**config.mk**
```make
export PLATFORM = sky130hd
export DESIGN_NAME = rdo_serial_readout
export DESIGN_NICKNAME = d
export VERILOG_FILES = /design/src/rtl/rdo_pkg.sv /design/src/rtl/rdo_pin_sync.sv /design/src/rtl/rdo_addr_cap.sv /design/src/rtl/rdo_word_tx.sv /design/src/rtl/rdo_serial_readout.sv
export SDC_FILE = /design/constraint.sdc
export NUM_CORES = 1
export LEC_CHECK = 0
export CELL_PAD_IN_SITES_DETAIL_PLACEMENT = 1
export CELL_PAD_IN_SITES_GLOBAL_PLACEMENT = 1
export CORE_MARGIN = 2
export CORE_UTILIZATION = 25
export CTS_BUF_LIST = sky130_fd_sc_hd__clkbuf_16
export DETAILED_ROUTE_END_ITERATION = 6
export MAX_ROUTING_LAYER = met4
export PLACE_DENSITY = 0.61
export SETUP_SLACK_MARGIN = 0.05
export SLEW_MARGIN = 0
export SYNTH_ARGS = -nofsm -noshare
export SYNTH_HDL_FRONTEND = slang
export SYNTH_SLANG_ARGS = --single-unit
```
**constraint.sdc**
```tcl
create_clock -name clk -period 5.3 [get_ports clk]
set_input_delay 1.325 -clock clk [delete_from_list [all_inputs] [get_ports clk]]
set_output_delay 1.325 -clock clk [all_outputs]
set_load 0.005 [all_outputs]
```
**src/rtl/rdo_pkg.sv**
```systemverilog
package rdo_pkg;

  // Fixed validity nibble at the front of every non-empty word
  localparam logic [3:0] VALID_NIBBLE = 4'b1010;

  // Flag fields of one buffered block, MSB first in send order
  typedef struct packed {
    logic       ofs_found;
    logic [2:0] ofs_kind;
    logic       more_avail;
    logic [1:0] fill_level;
    logic       ari_seen;
    logic       locked;
    logic [2:0] fix_code;
  } rdo_flags_t;

  localparam int FLAGS_W = $bits(rdo_flags_t);
  localparam int HDR_W   = 4 + FLAGS_W;

endpackage

```
**src/rtl/rdo_pin_sync.sv**
```systemverilog
module rdo_pin_sync #(
  parameter int N      = 3,
  parameter int STAGES = 2
) (
  input  logic         clk,
  input  logic         rst,
  input  logic [N-1:0] pin,
  output logic [N-1:0] lvl
);

  // One synchronizer chain per asynchronous pin
  for (genvar g = 0; g < N; g++) begin : g_pin
    logic [STAGES-1:0] chain_q;
    always_ff @(posedge clk) begin
      if (rst) chain_q <= '0;
      else     chain_q <= {chain_q[STAGES-2:0], pin[g]};
    end
    assign lvl[g] = chain_q[STAGES-1];
  end

endmodule

```
**src/rtl/rdo_addr_cap.sv**
```systemverilog
module rdo_addr_cap #(
  parameter int                ADDR_W   = 8,
  parameter logic [ADDR_W-1:0] OUT_ADDR = 8'h36
) (
  input  logic clk,
  input  logic rst,
  input  logic ce_lvl,
  input  logic sck_lvl,
  input  logic sdi_lvl,
  output logic hit
);

  localparam int               ACNT_W    = $clog2(ADDR_W + 1);
  localparam logic [ACNT_W-1:0] ACNT_FULL = ACNT_W'(ADDR_W);

  logic              ce_prev_q, sck_prev_q;
  logic [ADDR_W-1:0] shreg_q;
  logic [ACNT_W-1:0] cnt_q;
  logic              sck_rise, ce_fall;

  assign sck_rise = sck_lvl & ~sck_prev_q;
  assign ce_fall  = ~ce_lvl & ce_prev_q;

  always_ff @(posedge clk) begin
    if (rst) begin
      ce_prev_q  <= 1'b0;
      sck_prev_q <= 1'b0;
      shreg_q    <= '0;
      cnt_q      <= '0;
    end else begin
      ce_prev_q  <= ce_lvl;
      sck_prev_q <= sck_lvl;
      if (ce_fall) begin
        cnt_q <= '0;
      end else if (!ce_lvl && sck_rise) begin
        // first bit ends up at the MSB
        shreg_q <= {shreg_q[ADDR_W-2:0], sdi_lvl};
        if (cnt_q != ACNT_FULL) cnt_q <= cnt_q + 1'b1;
      end
    end
  end

  // Needs a full address since the enable last fell
  assign hit = (cnt_q == ACNT_FULL) && (shreg_q == OUT_ADDR);

  // bit counter never runs past the address length
  p_addr_cnt_r1: assert property (@(posedge clk) disable iff (rst)
    cnt_q <= ACNT_FULL);

endmodule

```
**src/rtl/rdo_word_tx.sv**
```systemverilog
module rdo_word_tx
  import rdo_pkg::*;
#(
  parameter int DATA_W     = 16,
  parameter int RELOAD_LAT = 2
) (
  input  logic              clk,
  input  logic              rst,
  input  logic              ce_lvl,
  input  logic              sck_lvl,
  input  logic              addr_hit,
  input  logic              head_valid,
  input  rdo_flags_t        head_flags,
  input  logic [DATA_W-1:0] head_data,
  output logic              sdo,
  output logic              pop,
  output logic              done
);

  localparam int               W         = HDR_W + DATA_W;
  localparam int               CNT_W     = $clog2(W + 1);
  localparam logic [CNT_W-1:0] CNT_FULL  = CNT_W'(W);
  localparam logic [CNT_W-1:0] CNT_ALMOST = CNT_W'(W - 1);

  logic                  ce_prev_q, sck_prev_q;
  logic                  ce_rise, ce_fall, sck_rise, sck_fall;
  logic                  sending_q, real_q, any_q, pend_q;
  logic                  sdo_q, pop_q, done_q;
  logic [W-1:0]          word_q, head_word;
  logic [CNT_W-1:0]      cnt_q;
  logic [RELOAD_LAT-1:0] reload_q;
  logic                  load_now, reloading;

  assign ce_rise  = ce_lvl & ~ce_prev_q;
  assign ce_fall  = ~ce_lvl & ce_prev_q;
  assign sck_rise = sck_lvl & ~sck_prev_q;
  assign sck_fall = ~sck_lvl & sck_prev_q;

  assign head_word = head_valid ? {VALID_NIBBLE, head_flags, head_data} : '0;
  assign load_now  = sending_q & reload_q[RELOAD_LAT-1];
  assign reloading = |reload_q;

  always_ff @(posedge clk) begin
    if (rst) begin
      ce_prev_q  <= 1'b0;
      sck_prev_q <= 1'b0;
      sending_q  <= 1'b0;
      real_q     <= 1'b0;
      any_q      <= 1'b0;
      pend_q     <= 1'b0;
      sdo_q      <= 1'b0;
      pop_q      <= 1'b0;
      done_q     <= 1'b0;
      word_q     <= '0;
      cnt_q      <= '0;
      reload_q   <= '0;
    end else begin
      ce_prev_q  <= ce_lvl;
      sck_prev_q <= sck_lvl;
      pop_q      <= 1'b0;
      done_q     <= 1'b0;
      reload_q   <= {reload_q[RELOAD_LAT-2:0], 1'b0};
      if (ce_rise) begin
        if (addr_hit) begin
          sending_q <= 1'b1;
          word_q    <= head_word;
          sdo_q     <= head_word[W-1];
          real_q    <= head_valid;
          cnt_q     <= '0;
          pend_q    <= 1'b0;
          any_q     <= 1'b0;
        end
      end else if (ce_fall) begin
        if (sending_q) begin
          // word taken once its final bit at most is missing
          if (real_q && !reloading && cnt_q >= CNT_ALMOST) begin
            pop_q  <= 1'b1;
            done_q <= 1'b1;
          end else if (any_q) begin
            done_q <= 1'b1;
          end
        end
        sending_q <= 1'b0;
        sdo_q     <= 1'b0;
        reload_q  <= '0;
        cnt_q     <= '0;
        pend_q    <= 1'b0;
      end else if (sending_q) begin
        if (load_now) begin
          word_q <= head_word;
          sdo_q  <= head_word[W-1];
          real_q <= head_valid;
          cnt_q  <= '0;
          pend_q <= 1'b0;
        end else if (!reloading) begin
          if (sck_rise && cnt_q != CNT_FULL) begin
            cnt_q  <= cnt_q + 1'b1;
            pend_q <= 1'b1;
          end else if (sck_fall && pend_q) begin
            pend_q <= 1'b0;
            if (cnt_q == CNT_FULL) begin
              pop_q    <= real_q;
              any_q    <= any_q | real_q;
              reload_q <= {reload_q[RELOAD_LAT-2:0], 1'b1};
            end else begin
              word_q <= {word_q[W-2:0], 1'b0};
              sdo_q  <= word_q[W-2];
            end
          end
        end
      end
    end
  end

  assign sdo  = sdo_q;
  assign pop  = pop_q;
  assign done = done_q;

  // a pop only ever retires a word that came from the buffer
  p_pop_real_r4: assert property (@(posedge clk) disable iff (rst)
    pop_q |-> $past(real_q));

  // no pop outside an accepted readout period
  p_pop_in_session_r8: assert property (@(posedge clk) disable iff (rst)
    pop_q |-> $past(sending_q));

  // each pop lasts a single cycle
  p_pop_single_r3: assert property (@(posedge clk) disable iff (rst)
    pop_q |=> !pop_q);

  // read-done follows an enable fall
  p_done_on_cefall_r9: assert property (@(posedge clk) disable iff (rst)
    done_q |-> $past(ce_fall));

  // output moves only on a falling clock edge or a word load
  p_sdo_stable_r11: assert property (@(posedge clk) disable iff (rst)
    (sending_q && $past(sending_q) && !$past(sck_fall) && !$past(load_now))
      |-> $stable(sdo_q));

endmodule

```
**src/rtl/rdo_serial_readout.sv**
```systemverilog
module rdo_serial_readout
  import rdo_pkg::*;
#(
  parameter int               DATA_W     = 16,
  parameter int               ADDR_W     = 8,
  parameter logic [ADDR_W-1:0] OUT_ADDR  = 8'h36,
  parameter int               SYNC_STAGES = 2,
  parameter int               RELOAD_LAT = 2
) (
  input  logic              clk,
  input  logic              rst,
  input  logic              ce_i,
  input  logic              sck_i,
  input  logic              sdi_i,
  output logic              sdo_o,
  input  logic              buf_valid_i,
  input  logic              buf_ofs_found_i,
  input  logic [2:0]        buf_ofs_kind_i,
  input  logic              buf_more_i,
  input  logic [1:0]        buf_fill_i,
  input  logic              buf_ari_i,
  input  logic              buf_lock_i,
  input  logic [2:0]        buf_fix_i,
  input  logic [DATA_W-1:0] buf_data_i,
  output logic              buf_pop_o,
  output logic              rd_done_o
);

  localparam int PINS = 3;

  logic [PINS-1:0] pin_lvl;
  logic            ce_lvl, sck_lvl, sdi_lvl;
  logic            addr_hit;
  rdo_flags_t      head_flags;

  rdo_pin_sync #(.N(PINS), .STAGES(SYNC_STAGES)) u_sync (
    .clk (clk),
    .rst (rst),
    .pin ({sdi_i, sck_i, ce_i}),
    .lvl (pin_lvl)
  );

  assign ce_lvl  = pin_lvl[0];
  assign sck_lvl = pin_lvl[1];
  assign sdi_lvl = pin_lvl[2];

  rdo_addr_cap #(.ADDR_W(ADDR_W), .OUT_ADDR(OUT_ADDR)) u_addr (
    .clk     (clk),
    .rst     (rst),
    .ce_lvl  (ce_lvl),
    .sck_lvl (sck_lvl),
    .sdi_lvl (sdi_lvl),
    .hit     (addr_hit)
  );

  assign head_flags = '{ofs_found:  buf_ofs_found_i,
                        ofs_kind:   buf_ofs_kind_i,
                        more_avail: buf_more_i,
                        fill_level: buf_fill_i,
                        ari_seen:   buf_ari_i,
                        locked:     buf_lock_i,
                        fix_code:   buf_fix_i};

  rdo_word_tx #(.DATA_W(DATA_W), .RELOAD_LAT(RELOAD_LAT)) u_tx (
    .clk        (clk),
    .rst        (rst),
    .ce_lvl     (ce_lvl),
    .sck_lvl    (sck_lvl),
    .addr_hit   (addr_hit),
    .head_valid (buf_valid_i),
    .head_flags (head_flags),
    .head_data  (buf_data_i),
    .sdo        (sdo_o),
    .pop        (buf_pop_o),
    .done       (rd_done_o)
  );

endmodule

```
# After elaboration in Yosys (flattened, before gate mapping)
# Cells that the tools add are included.
[word_totals]
reg_bits = 66
in_bits = 34
out_inout_bits = 3
elab_cells = 151
[classes]
add_sub_neg = 2
order_cmp = 1
n_eq_ne = 16
muxes = 69
bitwise = 13
n_reduce_logical = 32
[op_table]
columns = ["op", "count"]
rows = [
  ["31-bit two-way mux", 9],
  ["1-bit two-way mux", 50],
  ["6-bit two-way mux", 7],
  ["32-bit two-way mux", 1],
  ["4-bit by 2-bit != test with 1-bit output (second input constant)", 3],
  ["4-bit AND reduction", 3],
  ["2-bit nonzero test", 5],
  ["3-bit by 1-bit != test with 1-bit output (second input constant)", 3],
  ["9-bit OR reduction", 1],
  ["8-bit by 6-bit equality test with 1-bit output (second input constant)", 1],
  ["2-bit by 1-bit != test with 1-bit output (second input constant)", 4],
  ["8-bit AND reduction", 1],
  ["4-bit nonzero test", 2],
  ["1-bit inverter", 7],
  ["7-bit AND reduction", 1],
  ["6-bit by 1-bit adder with 6-bit output (second input constant)", 1],
  ["6-bit equality test (second input constant)", 1],
  ["6-bit by 5-bit >= comparator with 1-bit output (second input constant)", 1],
  ["1-bit logical AND", 6],
  ["6-bit != test (second input constant)", 1],
  ["2-bit AND reduction", 3],
  ["6-bit AND reduction", 1],
  ["3-bit nonzero test", 2],
  ["2-bit OR reduction", 3],
  ["10 further kinds", 16],
]

# Logic depth before layout (Yosys ltp)
[depth]
depth_word = 10
mapped_depth = 8
depth_no_buf = 7

# By module
# Synthesis repeated with hierarchy kept, for this count alone.
[hier_totals]
hier_cells = 340
hier_area_um2 = 2946.6
[by_module_without_submodules]
columns = ["mod", "n_inst", "cells_each", "area_each_um2", "seq_area_each_um2"]
rows = [
  ["rdo_word_tx", 1, 254, 2143.3, 960.9],
  ["rdo_addr_cap", 1, 71, 623.1, 280.3],
  ["rdo_pin_sync", 1, 15, 180.2, 120.1],
]

# Worst setup path before layout
# OpenSTA, ideal clock, no wires.
[synth_timing]
path_kind = "in2reg"
startpoint = "in buf_valid_i"
endpoint = "reg u_tx.word_q[21]"
setup_time_ps = 88
arrival_time_ps = 2223
required_ps = 5212
path_slack_ps = 2989
cell_stages = 4
n_path_buf = 2
cell_sequence = "clkbuf_1 clkbuf_1 nand3_1 a311oi_2"
[synth_between]
elab_chain_len = 5
elab_cells_between_ends = 6
cone_classes = "mux (6)"
[synth_rtl]
columns = ["element", "line", "text"]
rows = [
  ["start, declared", "rdo_serial_readout.sv:16", "input logic buf_valid_i,"],
  ["32-bit two-way mux (*)", "rdo_word_tx.sv:39", "assign head_word = head_valid ? {VALID_NIBBLE, head_flags, head_data} : '0;"],
  ["31-bit two-way mux", "rdo_word_tx.sv:89", "if (load_now) begin"],
  ["31-bit two-way mux", "rdo_word_tx.sv:88", "end else if (sending_q) begin"],
  ["31-bit two-way mux", "rdo_word_tx.sv:73", "end else if (ce_fall) begin"],
  ["31-bit two-way mux (*)", "rdo_word_tx.sv:63", "if (ce_rise) begin"],
  ["end signal, assigned", "rdo_word_tx.sv:66", "word_q <= head_word;"],
  ["end signal, assigned", "rdo_word_tx.sv:90", "word_q <= head_word;"],
  ["end signal, assigned", "rdo_word_tx.sv:106", "word_q <= {word_q[W-2:0], 1'b0};"],
  ["end, declared", "rdo_word_tx.sv:29", "logic [W-1:0] word_q, head_word;"],
]
# Every way passes the cells marked *; elsewhere a longest branch is shown, timed or not. The select of a mux whose other input is x is not followed.
# A chain may end at the register's enable or synchronous reset.

# Worst setup path in the final report
[layout_timing]
startpoint = "in buf_valid_i"
endpoint = "reg u_tx.sdo_q, in the netlist u_tx.sdo"
[layout_between]
elab_chain_len = 5
elab_cells_between_ends = 6
cone_classes = "mux (6)"
[layout_rtl]
columns = ["element", "line", "text"]
rows = [
  ["32-bit two-way mux (*)", "rdo_word_tx.sv:39", ""],
  ["1-bit two-way mux", "rdo_word_tx.sv:89", ""],
  ["1-bit two-way mux", "rdo_word_tx.sv:88", ""],
  ["1-bit two-way mux", "rdo_word_tx.sv:73", ""],
  ["1-bit two-way mux (*)", "rdo_word_tx.sv:63", ""],
  ["end signal, assigned", "rdo_word_tx.sv:67", "sdo_q <= head_word[W-1];"],
  ["end signal, assigned", "rdo_word_tx.sv:91", "sdo_q <= head_word[W-1];"],
  ["end signal, assigned", "rdo_word_tx.sv:107", "sdo_q <= word_q[W-2];"],
  ["end, declared", "rdo_word_tx.sv:28", "logic sdo_q, pop_q, done_q;"],
]
# Marks and branches as above.

==> run_results.csv <==
group,metric,value,unit
worst_setup_path,path_max_fanout,30,
die,io_pins,37,
status,status,"completed",
clock_tree,clock_latency,320,ps
worst_setup_path,critPathCaptureType,"flip-flop",
die,initial_utilization,25.48,%
clock_tree,tritoncts,"done",
die,dieArea,0.01304,mm²
clock_tree,cts_hold_buf,0,
power_and_ir_drop,p_int,0.8373,mW
global_route,grt_pass1_wl,12280,µm
route,drc,0,
layout,layout_commonest_cell,"dfxtp_1",
sta,timing.final.crit_share,54.53,%
placed_design,dp_hpwl,4843,µm
power_and_ir_drop,power.total,1.080,mW
power_and_ir_drop,switchingPower,0.2423,mW
sta,setup_viol_count_final,0,
route,drtIter0Drc,119,
route,wirelength,7179,µm
layout,regArea,0.001321,mm²
synthesis,ys_ff_latch,66,
layout,utilization,31.26,%
hold_path,worstHoldStart,"u_sync.g_pin[2].chain_q[0]$_SDFF_PP0_",
die,core_area,0.01191,mm²
global_route,overflow,0,
die,die_x,114.2,µm
power_and_ir_drop,peakVddDrop,0.1017,mV
placed_design,dpl-instance-area,0.003472,mm²
synthesis,synth_cell_types,48,
synthesis,syn_inst,346,
sta,slew_headroom,28.39,%
worst_setup_path,r2r-start,"u_tx.cnt_q[0]$_SDFFE_PP0P_",
global_route,antenna_found_initial,0,
sta,tns,0,ps
layout,nNetsFinal,410,
run,drv_cap,0,
sta,finalCriticalPeriod,2890,ps
synthesis,syn_area,0.003035,mm²
placed_design,io_buffer_count,36,
worst_setup_path,critPathLaunchType,"primary input",
clock_tree,ctsResizeCount,0,
global_route,grt_max_degree,46,
clock_tree,clk_pin_slew,50,ps
layout,syn2layout_area_growth,22.67,%
layout,multi_input_area,0.001559,mm²
hold_path,hold_class,"flip-flop to flip-flop",
clock_tree,cts-buffers-inserted,9,
synthesis,yosysSeqAreaShare,43.53,%
sta,clock_skew,8.114,ps
clock_tree,post_cts_buffers,0,
worst_setup_path,critPathLaunch,"buf_valid_i",
synthesis,yosys_warnings,0,
layout,drive_above_1_share,9.574,%
worst_setup_path,cp.required,5560,ps
power_and_ir_drop,power_density,289.9,mW/mm²
clock_tree,cts.sinks,66,
sta,tightest_slew,1071,ps
layout,fillers,1385,
clock_tree,cts_root_buffer,"clkbuf_16",
layout,mostFrequentLayoutCells,"dfxtp_1, nand2_1, nor2_1, clkdlybuf4s50_1, nand3_1",
route,wl_per_cell,13.73,µm
route,ant_nets,0,
route,drt_pass1_iterations,6,
synthesis,syn_nets,384,
sta,whs,440.7,ps
layout,design_area,0.003724,mm²
worst_setup_path,crit_arrival,3150,ps
power_and_ir_drop,clock_power_share,47.2,%
global_route,grt_pass1_vias,2505,
die,die_y,114.2,µm
sta,fmax,0.3460,GHz
route,vias,2504,
route,via_per_inst,4.788,
synthesis,synth_area_per_cell,8.773,µm²
placed_design,dp.cells,508,
layout,instances_no_fill,523,
clock_tree,htree_levels,3,
sta,grt_setup_unrepaired,"no",
sta,maxSlewViolCount,0,
power_and_ir_drop,p_seq_share,46.7,%
layout,num_antenna_cells,0,
power_and_ir_drop,power.leakage,1.135,nW
placed_design,place.gp.congestion,0.6928,
power_and_ir_drop,p_sw_share,22.45,%
sta,hold_viol,0,
worst_setup_path,criticalPathCategory,"primary input to flip-flop",
placed_design,pre_cts_ws,2050,ps
clock_tree,cts_buffer_depth,2,
die,num_rows,40,
sta,fin_ws,2410,ps
global_route,grtUsageTotal,12.16,%
power_and_ir_drop,comb_power_share,6.1,%
[power groups by stage]
stage	registers (mW)	clock network (mW)	logic (mW)
floorplan	0.513	0	0.0332
global placement	0.514	0	0.0672
detailed placement	0.514	0	0.0672
CTS	0.504	0.529	0.0675
global route	0.504	0.552	0.0724
finish	0.504	0.510	0.0659
[cell usage after synthesis (all sizes together)]
cell     instances  share of area (%)
nor3             4               0.66
nor4b            2                1.1
a2111oi          1               0.91
nand2b           7                1.4
nand4bb          1               0.37
or3              1               0.21
a21oi           18                3.1
nand2           51                6.3
or2              2               0.41
a211oi           3               0.74
a311oi          28                 11
ha               4                1.6
and4b            1               0.33
o21ai            1               0.16
nand3           33                5.4
a31oi            2               0.62
and4             1               0.29
o21bai           2               0.49
dfxtp           66                 44
and3             1               0.21
clkbuf          16                2.0
nor3b            1               0.25
a22oi            2               0.95
xor2             2               0.58
a21bo            1               0.33
inv              8               0.99
and2b            1               0.25
nand4            3               0.82
o211ai           3               0.91
a21o             1               0.25
nor2            47                5.8
xnor2            7                2.0
mux2i            3               0.99
nor2b           10                2.1
buf              8                2.1
and3b            2               0.58
and2             2               0.41
[metal layers]
layer | global-route usage, % | wire, µm | vias up
li1 | - | - | 1261
met1 | 15.32 | 3474 | 1206
met2 | 19.33 | 3429 | 29
met3 | 2.065 | 169 | 8
met4 | 5.122 | 105 | 0
met5 | - | 0 | -
[kinds of logic (layout without fill, tap and decap cells)]
kind of cell,count (synthesis),in the layout,share of synthesized area (%)
simple gates,170,170,26.92
mux,3,3,0.9893
buf+inv,32,62,5.111
fa+ha+maj,4,4,1.649
compound gates,62,62,19.21
flops,66,66,43.53
xor+xnor,9,9,2.597
[final cells by class]
type                            instances  area share (%)
Multi-Input combinational cell        248           41.87
Sequential cell                        66           35.48
Timing Repair Buffer                   39           10.15
Clock buffer                            9           6.048
Tap cell                              147           4.940
Inverter                                8          0.8065
Clock inverter                          6          0.7056
[registers in the layout, summed over array words and instances, names as in the netlist]
register              count
u_tx.cnt_q                6
u_sync.g_pin.chain_q      6
u_tx.sdo                  1
u_tx.ce_prev_q            1
u_addr.shreg_q            8
u_tx.pop                  1
u_tx.word_q              31
u_tx.any_q                1
u_tx.reload_q             2
u_tx.sck_prev_q           1
u_tx.real_q               1
u_tx.done                 1
u_addr.cnt_q              4
u_tx.pend_q               1
u_tx.sending_q            1
[worst paths after layout]
check	endpoint	slack [ps]	cells after the start
hold reg to reg	u_sync.g_pin[2].chain_q[1]$_SDFF_PP0_	440	1
hold / removal	u_sync.g_pin[2].chain_q[1]$_SDFF_PP0_	440	1
setup / recovery	u_tx.sdo$_SDFFE_PP0P_	2410	5
setup reg to reg	u_tx.word_q[26]$_SDFFE_PP0P_	2730	8
[worst max-delay path, cell delays in order]
cell	delay, ps
clkdlybuf4s50_1	1180
a21bo_2	320
a21oi_1	140
mux2i_1	90
nor2_1	80
(Power assumes the default switching activity.)
